<file path="config.mk">
export PLATFORM = sky130hd
export DESIGN_NAME = dmx_abstract_engine
export DESIGN_NICKNAME = d
export VERILOG_FILES = /design/src/rtl/dmx_pkg.sv /design/src/rtl/dmx_cmd_check.sv /design/src/rtl/dmx_hart_link.sv /design/src/rtl/dmx_exec_fsm.sv /design/src/rtl/dmx_code_gen.sv /design/src/rtl/dmx_abstract_engine.sv
export SDC_FILE = /design/constraint.sdc
export NUM_CORES = 1
export LEC_CHECK = 0
export BUFFER_PORTS_ARGS = -buffer_cell sky130_fd_sc_hd__buf_2
export CAP_MARGIN = 10
export CORE_ASPECT_RATIO = 0.6
export CORE_MARGIN = 2
export CORE_UTILIZATION = 50
export DETAILED_ROUTE_END_ITERATION = 12
export GPL_TIMING_DRIVEN = 0
export MAX_ROUTING_LAYER = met4
export PLACE_DENSITY = 0.77
export REMOVE_ABC_BUFFERS = 1
export SYNTH_ARGS = -nofsm -noshare
export SYNTH_HDL_FRONTEND = slang
export SYNTH_SLANG_ARGS = --single-unit
</file>
<file path="constraint.sdc">
create_clock -name clk -period 2.6 [get_ports clk]
set_input_delay 0.52 -clock clk [delete_from_list [all_inputs] [get_ports clk]]
set_output_delay 0.52 -clock clk [all_outputs]
set_load 0.01 [all_outputs]
</file>
<file path="src/rtl/dmx_pkg.sv">
package dmx_pkg;

    localparam int unsigned WORD_W = 32;
    localparam int unsigned DBG_AW = 7;
    localparam int unsigned CPU_AW = 3;

    // debugger-side register addresses (fixed by the debugger's decoder)
    localparam logic [DBG_AW-1:0] DA_DATA0  = 7'h04;
    localparam logic [DBG_AW-1:0] DA_RUNCTL = 7'h10;
    localparam logic [DBG_AW-1:0] DA_STATUS = 7'h11;
    localparam logic [DBG_AW-1:0] DA_HINFO  = 7'h12;
    localparam logic [DBG_AW-1:0] DA_ACS    = 7'h16;
    localparam logic [DBG_AW-1:0] DA_CMD    = 7'h17;
    localparam logic [DBG_AW-1:0] DA_PB0    = 7'h20;

    // hart-side window word indices
    localparam logic [CPU_AW-1:0] CW_DATA  = 3'd0;
    localparam logic [CPU_AW-1:0] CW_FLAGS = 3'd1;
    localparam logic [CPU_AW-1:0] CW_XFER  = 3'd2;
    localparam logic [CPU_AW-1:0] CW_PB0   = 3'd3;

    localparam logic [WORD_W-1:0] INSN_NOP    = 32'h0000_0013;
    localparam logic [WORD_W-1:0] INSN_EBREAK = 32'h0010_0073;

    typedef enum logic [2:0] {
        ERR_NONE    = 3'd0,
        ERR_BUSY    = 3'd1,
        ERR_UNSUP   = 3'd2,
        ERR_EXCEPT  = 3'd3,
        ERR_HALTRES = 3'd4
    } cmderr_e;

    typedef enum logic [1:0] {
        EX_IDLE  = 2'd0,
        EX_ISSUE = 2'd1,
        EX_WAIT  = 2'd2
    } exec_state_e;

    typedef struct packed {
        logic       postexec;
        logic       transfer;
        logic       to_gpr;
        logic [4:0] gpr;
    } cmd_fields_t;

    function automatic logic [WORD_W-1:0] enc_load(input logic [4:0] rd, input logic [11:0] ofs);
        return {ofs, 5'd0, 3'b010, rd, 7'b0000011};
    endfunction

    function automatic logic [WORD_W-1:0] enc_store(input logic [4:0] rs2, input logic [11:0] ofs);
        return {ofs[11:5], rs2, 5'd0, 3'b010, ofs[4:0], 7'b0100011};
    endfunction

endpackage

</file>
<file path="src/rtl/dmx_cmd_check.sv">
module dmx_cmd_check
    import dmx_pkg::*;
(
    input  logic [WORD_W-1:0] cmd_i,
    input  logic              halted_i,
    output cmderr_e           verdict_o
);

    logic unsupported;
    logic regno_bad;
    logic unused_fields;

    assign unused_fields = ^{cmd_i[18], cmd_i[16]};

    assign regno_bad   = (cmd_i[15:0] < 16'h1000) || (cmd_i[15:0] > 16'h101F);
    assign unsupported = (cmd_i[31:24] != 8'd0) || cmd_i[23] ||
                         (cmd_i[22:20] != 3'b010) || cmd_i[19] ||
                         (cmd_i[17] && regno_bad);

    always_comb begin
        verdict_o = ERR_NONE;
        if (unsupported) begin
            verdict_o = ERR_UNSUP;
        end else if (!halted_i) begin
            verdict_o = ERR_HALTRES;
        end
    end

endmodule

</file>
<file path="src/rtl/dmx_hart_link.sv">
module dmx_hart_link (
    input  logic clk,
    input  logic rst_n,
    input  logic halt_set_i,
    input  logic resume_set_i,
    input  logic ack_halted_i,
    input  logic ack_resumed_i,
    output logic halt_req_o,
    output logic resume_req_o,
    output logic halted_o,
    output logic resumeack_o
);

    logic halt_q, resume_q, halted_q, rack_q;

    always_ff @(posedge clk) begin
        if (!rst_n) begin
            halt_q   <= 1'b0;
            resume_q <= 1'b0;
            halted_q <= 1'b0;
            rack_q   <= 1'b0;
        end else begin
            if (halt_set_i && !halted_q) begin
                halt_q <= 1'b1;
            end
            if (resume_set_i && halted_q) begin
                resume_q <= 1'b1;
                rack_q   <= 1'b0;
            end
            if (ack_halted_i) begin
                halt_q   <= 1'b0;
                halted_q <= 1'b1;
            end
            if (ack_resumed_i) begin
                resume_q <= 1'b0;
                halted_q <= 1'b0;
                rack_q   <= 1'b1;
            end
        end
    end

    assign halt_req_o   = halt_q;
    assign resume_req_o = resume_q;
    assign halted_o     = halted_q;
    assign resumeack_o  = rack_q;

endmodule

</file>
<file path="src/rtl/dmx_exec_fsm.sv">
module dmx_exec_fsm
    import dmx_pkg::*;
(
    input  logic clk,
    input  logic rst_n,
    input  logic start_i,
    input  logic done_i,
    input  logic fault_i,
    output logic busy_o,
    output logic exec_req_o,
    output logic fault_taken_o
);

    exec_state_e state_q, state_d;
    logic        exec_q;
    logic        retire;

    assign retire = (state_q == EX_WAIT) && (done_i || fault_i);

    always_comb begin
        state_d = state_q;
        unique case (state_q)
            EX_IDLE:  if (start_i) state_d = EX_ISSUE;
            EX_ISSUE: state_d = EX_WAIT;
            EX_WAIT:  if (done_i || fault_i) state_d = EX_IDLE;
            default:  state_d = EX_IDLE;
        endcase
    end

    always_ff @(posedge clk) begin
        if (!rst_n) begin
            state_q <= EX_IDLE;
        end else begin
            state_q <= state_d;
        end
    end

    always_ff @(posedge clk) begin
        if (!rst_n) begin
            exec_q <= 1'b0;
        end else begin
            unique case (state_q)
                EX_ISSUE: exec_q <= 1'b1;
                EX_WAIT:  if (retire) exec_q <= 1'b0;
                default:  exec_q <= exec_q;
            endcase
        end
    end

    assign busy_o        = (state_q != EX_IDLE);
    assign exec_req_o    = exec_q;
    assign fault_taken_o = (state_q == EX_WAIT) && fault_i;

endmodule

</file>
<file path="src/rtl/dmx_code_gen.sv">
module dmx_code_gen
    import dmx_pkg::*;
#(
    parameter logic [31:0] DATA_BASE = 32'hFFFF_FF80,
    parameter int unsigned PB_DEPTH  = 2
) (
    input  cmd_fields_t                      cmd_i,
    input  logic [PB_DEPTH-1:0][WORD_W-1:0]  pb_i,
    input  logic [CPU_AW-1:0]                addr_i,
    output logic [WORD_W-1:0]                word_o
);

    localparam logic [11:0]       OFS      = DATA_BASE[11:0];
    localparam logic [CPU_AW-1:0] CW_TAIL  = CW_PB0 + CPU_AW'(PB_DEPTH);

    logic [WORD_W-1:0] xfer_word;

    always_comb begin
        if (!cmd_i.transfer) begin
            xfer_word = INSN_NOP;
        end else if (cmd_i.to_gpr) begin
            xfer_word = enc_load(cmd_i.gpr, OFS);
        end else begin
            xfer_word = enc_store(cmd_i.gpr, OFS);
        end
    end

    always_comb begin
        word_o = '0;
        if (addr_i == CW_XFER) begin
            word_o = xfer_word;
        end
        for (int i = 0; i < int'(PB_DEPTH); i++) begin
            if (addr_i == CW_PB0 + CPU_AW'(i)) begin
                word_o = cmd_i.postexec ? pb_i[i] : INSN_EBREAK;
            end
        end
        if (addr_i == CW_TAIL) begin
            word_o = INSN_EBREAK;
        end
    end

endmodule

</file>
<file path="src/rtl/dmx_abstract_engine.sv">
module dmx_abstract_engine
    import dmx_pkg::*;
#(
    parameter logic [31:0] DATA_BASE = 32'hFFFF_FF80,
    parameter int unsigned PB_DEPTH  = 2
) (
    input  logic        clk,
    input  logic        rst_n,
    input  logic [6:0]  dbg_addr,
    input  logic [31:0] dbg_wdata,
    input  logic        dbg_we,
    output logic [31:0] dbg_rdata,
    input  logic [2:0]  cpu_addr,
    input  logic [31:0] cpu_wdata,
    input  logic        cpu_we,
    output logic [31:0] cpu_rdata,
    output logic        halt_req,
    output logic        resume_req,
    output logic        exec_req
);

    localparam logic [11:0] DATA_OFS = DATA_BASE[11:0];
    localparam logic [4:0]  PB_SIZE  = 5'(PB_DEPTH);

    logic                            busy;
    logic                            fault_taken;
    logic                            halted;
    logic                            resumeack;
    cmderr_e                         cmderr_q;
    cmderr_e                         verdict;
    logic [WORD_W-1:0]               data0_q;
    logic [PB_DEPTH-1:0][WORD_W-1:0] pb_q;
    cmd_fields_t                     cmd_q;
    logic [WORD_W-1:0]               gen_word;

    logic [PB_DEPTH-1:0] pb_sel;
    logic wr_data0, wr_cmd, wr_acs, wr_runctl, wr_pb;
    logic busy_touch, start;
    logic flags_wr, ack_halted, ack_resumed, ack_done, ack_fault;

    // ---------------- debugger-side decode ----------------
    assign wr_data0  = dbg_we && (dbg_addr == DA_DATA0);
    assign wr_cmd    = dbg_we && (dbg_addr == DA_CMD);
    assign wr_acs    = dbg_we && (dbg_addr == DA_ACS);
    assign wr_runctl = dbg_we && (dbg_addr == DA_RUNCTL);
    assign wr_pb     = dbg_we && (|pb_sel);

    assign busy_touch = busy && (wr_data0 || wr_cmd || wr_pb);
    assign start      = wr_cmd && !busy && (cmderr_q == ERR_NONE) && (verdict == ERR_NONE);

    // ---------------- hart-side decode ----------------
    assign flags_wr    = cpu_we && (cpu_addr == CW_FLAGS);
    assign ack_halted  = flags_wr && cpu_wdata[0];
    assign ack_resumed = flags_wr && cpu_wdata[1];
    assign ack_done    = flags_wr && cpu_wdata[2];
    assign ack_fault   = flags_wr && cpu_wdata[3];

    // ---------------- program buffer ----------------
    for (genvar g = 0; g < int'(PB_DEPTH); g++) begin : g_pb
        assign pb_sel[g] = (dbg_addr == DA_PB0 + 7'(g));

        always_ff @(posedge clk) begin
            if (!rst_n) begin
                pb_q[g] <= INSN_NOP;
            end else if (dbg_we && pb_sel[g] && !busy) begin
                pb_q[g] <= dbg_wdata;
            end
        end
    end

    // ---------------- shared data word ----------------
    always_ff @(posedge clk) begin
        if (!rst_n) begin
            data0_q <= '0;
        end else begin
            if (wr_data0 && !busy) begin
                data0_q <= dbg_wdata;
            end
            if (cpu_we && (cpu_addr == CW_DATA)) begin
                data0_q <= cpu_wdata;
            end
        end
    end

    // ---------------- latched command fields ----------------
    always_ff @(posedge clk) begin
        if (!rst_n) begin
            cmd_q <= '0;
        end else if (start) begin
            cmd_q.postexec <= dbg_wdata[18];
            cmd_q.transfer <= dbg_wdata[17];
            cmd_q.to_gpr   <= dbg_wdata[16];
            cmd_q.gpr      <= dbg_wdata[4:0];
        end
    end

    // ---------------- error code ----------------
    always_ff @(posedge clk) begin
        if (!rst_n) begin
            cmderr_q <= ERR_NONE;
        end else begin
            if (busy_touch) begin
                if (cmderr_q == ERR_NONE) cmderr_q <= ERR_BUSY;
            end else if (wr_cmd && (cmderr_q == ERR_NONE) && (verdict != ERR_NONE)) begin
                cmderr_q <= verdict;
            end else if (wr_acs) begin
                cmderr_q <= cmderr_e'(cmderr_q & ~dbg_wdata[10:8]);
            end
            if (fault_taken && (cmderr_q == ERR_NONE)) begin
                cmderr_q <= ERR_EXCEPT;
            end
        end
    end

    // ---------------- sub-blocks ----------------
    dmx_cmd_check u_check (
        .cmd_i     (dbg_wdata),
        .halted_i  (halted),
        .verdict_o (verdict)
    );

    dmx_hart_link u_link (
        .clk           (clk),
        .rst_n         (rst_n),
        .halt_set_i    (wr_runctl && dbg_wdata[31]),
        .resume_set_i  (wr_runctl && dbg_wdata[30]),
        .ack_halted_i  (ack_halted),
        .ack_resumed_i (ack_resumed),
        .halt_req_o    (halt_req),
        .resume_req_o  (resume_req),
        .halted_o      (halted),
        .resumeack_o   (resumeack)
    );

    dmx_exec_fsm u_fsm (
        .clk           (clk),
        .rst_n         (rst_n),
        .start_i       (start),
        .done_i        (ack_done),
        .fault_i       (ack_fault),
        .busy_o        (busy),
        .exec_req_o    (exec_req),
        .fault_taken_o (fault_taken)
    );

    dmx_code_gen #(
        .DATA_BASE (DATA_BASE),
        .PB_DEPTH  (PB_DEPTH)
    ) u_gen (
        .cmd_i  (cmd_q),
        .pb_i   (pb_q),
        .addr_i (cpu_addr),
        .word_o (gen_word)
    );

    // ---------------- read muxes ----------------
    always_comb begin
        dbg_rdata = '0;
        unique case (dbg_addr)
            DA_DATA0:  dbg_rdata = data0_q;
            DA_RUNCTL: dbg_rdata = 32'h0000_0001;
            DA_STATUS: dbg_rdata = {14'd0, resumeack, resumeack, 4'd0,
                                    !halted, !halted, halted, halted,
                                    1'b1, 3'd0, 4'd2};
            DA_HINFO:  dbg_rdata = {8'd0, 4'd1, 3'd0, 1'b0, 4'd1, DATA_OFS};
            DA_ACS:    dbg_rdata = {3'd0, PB_SIZE, 11'd0, busy, 1'b0,
                                    cmderr_q, 4'd0, 4'd1};
            default:   dbg_rdata = '0;
        endcase
        for (int i = 0; i < int'(PB_DEPTH); i++) begin
            if (pb_sel[i]) dbg_rdata = pb_q[i];
        end
    end

    always_comb begin
        if (cpu_addr == CW_DATA) begin
            cpu_rdata = data0_q;
        end else if (cpu_addr == CW_FLAGS) begin
            cpu_rdata = {29'd0, exec_req, resume_req, halt_req};
        end else begin
            cpu_rdata = gen_word;
        end
    end

endmodule

</file>
Yosys cells after proc, flatten, opt, wreduce, memory -nomap -nowiden
Index checks and enable logic that the tools add are counted.
{ "totals": {"elab_cells": 130, "in_bits": 78, "ff_bits": 114, "output_inout_bits": 67} }
{ "classes": {"n_mux": 29, "n_lt_le_gt_ge": 2, "eq_ne": 21, "n_reduce_logical": 60, "bitwise_logic": 3} }
{ "op_table": {"columns": ["op", "count"], "rows": [
  ["2-to-1 mux 32 bit", 13],
  ["one-hot mux 32 bit (5 select lines)", 1],
  ["== test 7 x 5 -> 1 bit, second input constant", 5],
  ["logical AND 1 bit", 30],
  ["2-to-1 mux 25 bit", 1],
  ["2-to-1 mux 3 bit", 6],
  ["greater-than comparator 16 x 13 -> 1 bit, second input constant", 1],
  ["< comparator 16 x 13 -> 1 bit, second input constant", 1],
  ["== test 7 x 6 -> 1 bit, second input constant", 2],
  ["zero test 3 bit", 3],
  ["logical OR 1 bit", 8],
  ["AND reduction 2 bit", 4],
  ["nonzero test 2 bit", 4],
  ["nonzero test 8 bit", 1],
  ["OR reduction 2 bit", 4],
  ["== test 7 x 3 -> 1 bit, second input constant", 1],
  ["== test 3 x 2 -> 1 bit, second input constant", 2],
  ["== test 3 bit, second input constant", 2],
  ["2-to-1 mux 2 bit", 3],
  ["one-hot mux 2 bit (3 select lines)", 1],
  ["nonzero test 3 bit", 2],
  ["inequality test 2 x 1 -> 1 bit, second input constant", 2],
  ["inequality test 2 bit, second input constant", 2],
  ["nonzero test 4 bit", 1],
  ["12 further kinds", 15]
]} }

Longest topological paths before layout
{ "logic_depth": {"ltp_word": 11, "mapped_depth": 9, "depth_no_buf": 5} }

Hierarchy
Synthesis repeated with hierarchy kept, for this count alone.
{ "unflattened": {"cells_unflattened": 902, "hier_area_um2": 6660.1} }
{ "modules_own_cells": {"columns": ["mod", "n_inst", "area_each_um2", "cells_each", "seq_area_each_um2"], "rows": [
  ["dmx_abstract_engine", 1, 5560.3, 746, 2142.1],
  ["dmx_code_gen", 1, 709.4, 111, 0.0],
  ["dmx_exec_fsm", 1, 143.9, 16, 60.1],
  ["dmx_hart_link", 1, 137.6, 14, 80.1],
  ["dmx_cmd_check", 1, 108.9, 15, 0.0]
]} }

Least setup slack after synthesis
OpenSTA, ideal clock, no wires.
{ "synth_path": {"path_type": "input port to output port", "from": "input port dbg_addr[3]", "to": "output port dbg_rdata[10]", "stages": 5, "path_slack_ns": 0.119, "required_time_ns": 2.080, "t_arrival_ns": 1.961, "path_buffers": 0, "path_cell_list": "or4b_2 -> or2_2 -> o22ai_1 -> a21boi_0 -> a31oi_1"} }
{ "synth_between": {"elab_chain_cells": 4, "elab_cells_between_ends": 10, "classes_between": "eq/ne: 7; mux: 3"} }
{ "synth_rtl": {"columns": ["element", "line_no", "text"], "rows": [
  ["start, declared", "dmx_abstract_engine.sv:9", "input logic [6:0] dbg_addr,"],
  ["== test 7 x 5 -> 1 bit or == test 7 x 3 -> 1 bit (tied branches)", "dmx_abstract_engine.sv:159", "unique case (dbg_addr)"],
  ["one-hot mux 32 bit (5 select lines)", "dmx_abstract_engine.sv:159", null],
  ["2-to-1 mux 32 bit", "dmx_abstract_engine.sv:171", "if (pb_sel[i]) dbg_rdata = pb_q[i];"],
  ["2-to-1 mux 32 bit (*)", "dmx_abstract_engine.sv:171", null],
  ["end, declared", "dmx_abstract_engine.sv:12", "output logic [31:0] dbg_rdata,"]
]} }
Every way passes the cells marked *; elsewhere a longest branch is shown, timed or not.

Worst setup path after layout
{ "layout_path": {"from": "input port dbg_addr[3]", "to": "output port dbg_rdata[16]"} }
The elaborated chain is that of the path after synthesis.

==> results.json <==
{
  "outcome": "finished, violations left",
  "violations": "setup timing",
  "dieHeight_um": 90.6,
  "initial_core_util": 0.515,
  "clkTransAtPathRegs_ns": 0.05,
  "num_rows": 31,
  "fillers": 956,
  "hold_depth": 2,
  "maxSlewViolCount": 0,
  "synth_cell_types": 54,
  "synthFlopType": "dfxtp_1",
  "hold_start": "cpu_wdata[0]",
  "cap_violations": 0,
  "finalNonFillerCells": 1133,
  "p_leak_nw": 3.28,
  "cts_buffer_depth": 2,
  "reg2regPathDepth": 5,
  "syn_area_mm2": 0.00626,
  "crit_arrival_ns": 2.15,
  "cts_sinks": 114,
  "io_buffers": 144,
  "grt_max_degree": 85,
  "ant_nets": 0,
  "drive_above_1_share": 0.260,
  "vias_per_cell": 6.41,
  "postSynth.asyncResetShare": 0,
  "r2r-start": "u_fsm.state_q[0]",
  "cts_tree": "yes",
  "first_pass_iters": 12,
  "rrSetupSlack_ns": 0.55,
  "drt_iter0_markers": 1124,
  "htreeDepth": 4,
  "slew_headroom": 0.393,
  "wl_per_cell_um": 21.5,
  "hold_viol": 0,
  "ioPinCount": 145,
  "nNetsFinal": 1033,
  "hp-class": "in2reg",
  "setup_viol": 6,
  "grt_pass1_wl_um": 36200,
  "end_kind": "primary output",
  "avgSynthCellArea_um2": 7.58,
  "core_area_mm2": 0.0121,
  "cp_max_fo": 5,
  "overflow": 0,
  "fin_crit_sh": 1.03,
  "worst_slew_pin_slew_ns": 0.902,
  "place_hpwl_um": 15000,
  "clockRootBuffer": "clkbuf_16",
  "ys_seq_elements": 114,
  "postSynthCellCount": 825,
  "ir_drop_mv": 0.397,
  "holdWs_ns": 0.319,
  "holdPathEnd": "u_link.halt_req_o",
  "start_kind": "input port",
  "drc": 0,
  "die_w_um": 148,
  "max_freq_mhz": 375,
  "period_needed_ns": 2.67,
  "crit_type": "in2out",
  "dp_cells": 1079,
  "yosys_warnings": 0,
  "fin_worst_skew_ns": 0.00800,
  "antenna_found_initial": 0,
  "cts_buffers": 17,
  "required_ns": 2.08,
  "gr-usage-all-layers": 0.361,
  "areaGrowthSynthToFinish_pct": 31.8,
  "r2r_end": "pb_q[7]",
  "insertion_delay_ns": 0.42,
  "synth_edf_count": 0,
  "ys_seq_area_frac": 0.365,
  "num_antenna_cells": 0,
  "die-area_mm2": 0.0135,
  "grt_pass1_vias": 6530,
  "drt-total-wl_um": 24300,
  "vias": 7264,
  "pre_cts_slack_ns": -1.60,
  "p_per_area_mw_per_mm2": 571,
  "rsz0062_at_grt": "yes",
  "routabilityCongestion": 0.918,
  "fin_ws_ns": -0.0690
}
==> registers in the layout, summed over array words and instances (netlist names) <==
| name | cells |
|---|---|
| u_fsm.state_q | 2 |
| pb_q | 64 |
| u_link.resume_req_o | 1 |
| cmd_q | 8 |
| u_link.resumeack_o | 1 |
| data0_q | 32 |
| cmderr_q | 3 |
| u_link.halted_o | 1 |
| u_link.halt_req_o | 1 |
| u_fsm.exec_req_o | 1 |
==> power by group <==
group          leakage [nW]  internal (mW)  switching, mW
registers             0.922           1.77         0.0193
clock network         0.304           1.65          0.839
logic                  2.06          0.159          0.276
total                  3.28           3.58           1.14
==> worst max path at each step <==
stage / to / cells after the start / slack [ns] / from
floorplan: data0_q[17] / 5 / -1.44 / cpu_addr[0]
global placement: data0_q[17] / 6 / -3.62 / cpu_addr[1]
detailed placement: data0_q[9] / 8 / -1.60 / cpu_addr[1]
CTS: dbg_rdata[11] / 6 / -0.07 / dbg_addr[3]
global route: dbg_rdata[16] / 7 / -0.08 / dbg_addr[6]
finish: dbg_rdata[16] / 7 / -0.07 / dbg_addr[3]
==> cells in the final DEF (no fill, tap or decap), drive strengths merged, types with 14 or more instances in the layout <==
cell type,instances
a211oi,32
a21oi,101
a221oi,14
a222oi,20
a22o,23
buf,177
clkbuf,23
dfxtp,114
inv,29
mux2i,38
nand2,170
nand3,14
nor2,67
o21ai,24
==> worst max-delay path, stage by stage <==
cell	delay [ns]
buf_8	0.11
or4b_4	0.57
nor2_2	0.23
a21oi_1	0.13
nor2_1	0.19
o22a_1	0.24
buf_2	0.15
==> logic make-up after synthesis <==
kind of cell | share of synthesized area
buf+inv | 0.0664
simple gates | 0.227
flops | 0.365
compound gates | 0.279
mux | 0.0626
==> routing by layer <==
layer	global-route usage	vias up	share of wire
li1	-	3265	-
met1	0.495	3304	0.41
met2	0.501	616	0.42
met3	0.101	79	0.15
met4	0.144	0	0.032
met5	-	-	0
==> synth_stat cells, types with 4 or more instances <==
master	instances	area [um^2]
buf_2	14	70.1
and3_1	6	37.5
a22o_1	23	201
dfxtp_1	114	2280
and2_1	4	25.0
nand2b_1	8	50.1
a21oi_1	101	505
nand4_1	4	25.0
a311oi_1	4	35.0
a31oi_1	5	31.3
nor2b_1	6	37.5
nor3_1	8	40.0
mux2i_1	38	380
o211ai_1	5	37.5
o21ai_0	24	120
a22oi_1	7	52.6
inv_1	29	109
o22a_1	4	35.0
a211oi_1	32	240
a222oi_1	20	200
clkbuf_1	50	188
nand3_1	14	70.1
nor2_1	67	251
nor4_1	6	37.5
nand2_1	170	638
or3_1	4	25.0
o22ai_1	5	31.3
nor3b_1	4	30.0
a221oi_1	14	123
==> layout make-up <==
type,instances,area [um^2],share of cell area
repair buffers,178,1190,0.144
multi-input cells,614,3820,0.464
clock buffers,22,464,0.0563
flip-flops and latches,114,2290,0.277
clock inverters,10,156,0.0190
inverters,30,119,0.0144
well taps,165,206,0.0250
==> per-stage QoR <==
stage | power, mW | util | instance area, um^2 | TNS (ns)
floorplan | 1.99 | - | 5950 | -59.38
global placement | 2.18 | 0.567 | 6880 | -309.92
detailed placement | 2.20 | 0.588 | 7140 | -97.33
CTS | 4.67 | 0.662 | 8040 | -0.207
global route | 4.81 | 0.679 | 8240 | -0.594
finish | 4.71 | 0.679 | 8240 | -0.175
==> what timing repair did <==
action                                  4_1_cts  5_1_grt
setup buffers                                 9       11
endpoints found under the setup margin      115       70
pin swaps                                     7        9
cloned                                        2        0
gates resized for setup                      54       20
hold buffers                                  0        0
No activity file was read; power rests on OpenSTA's default activity.
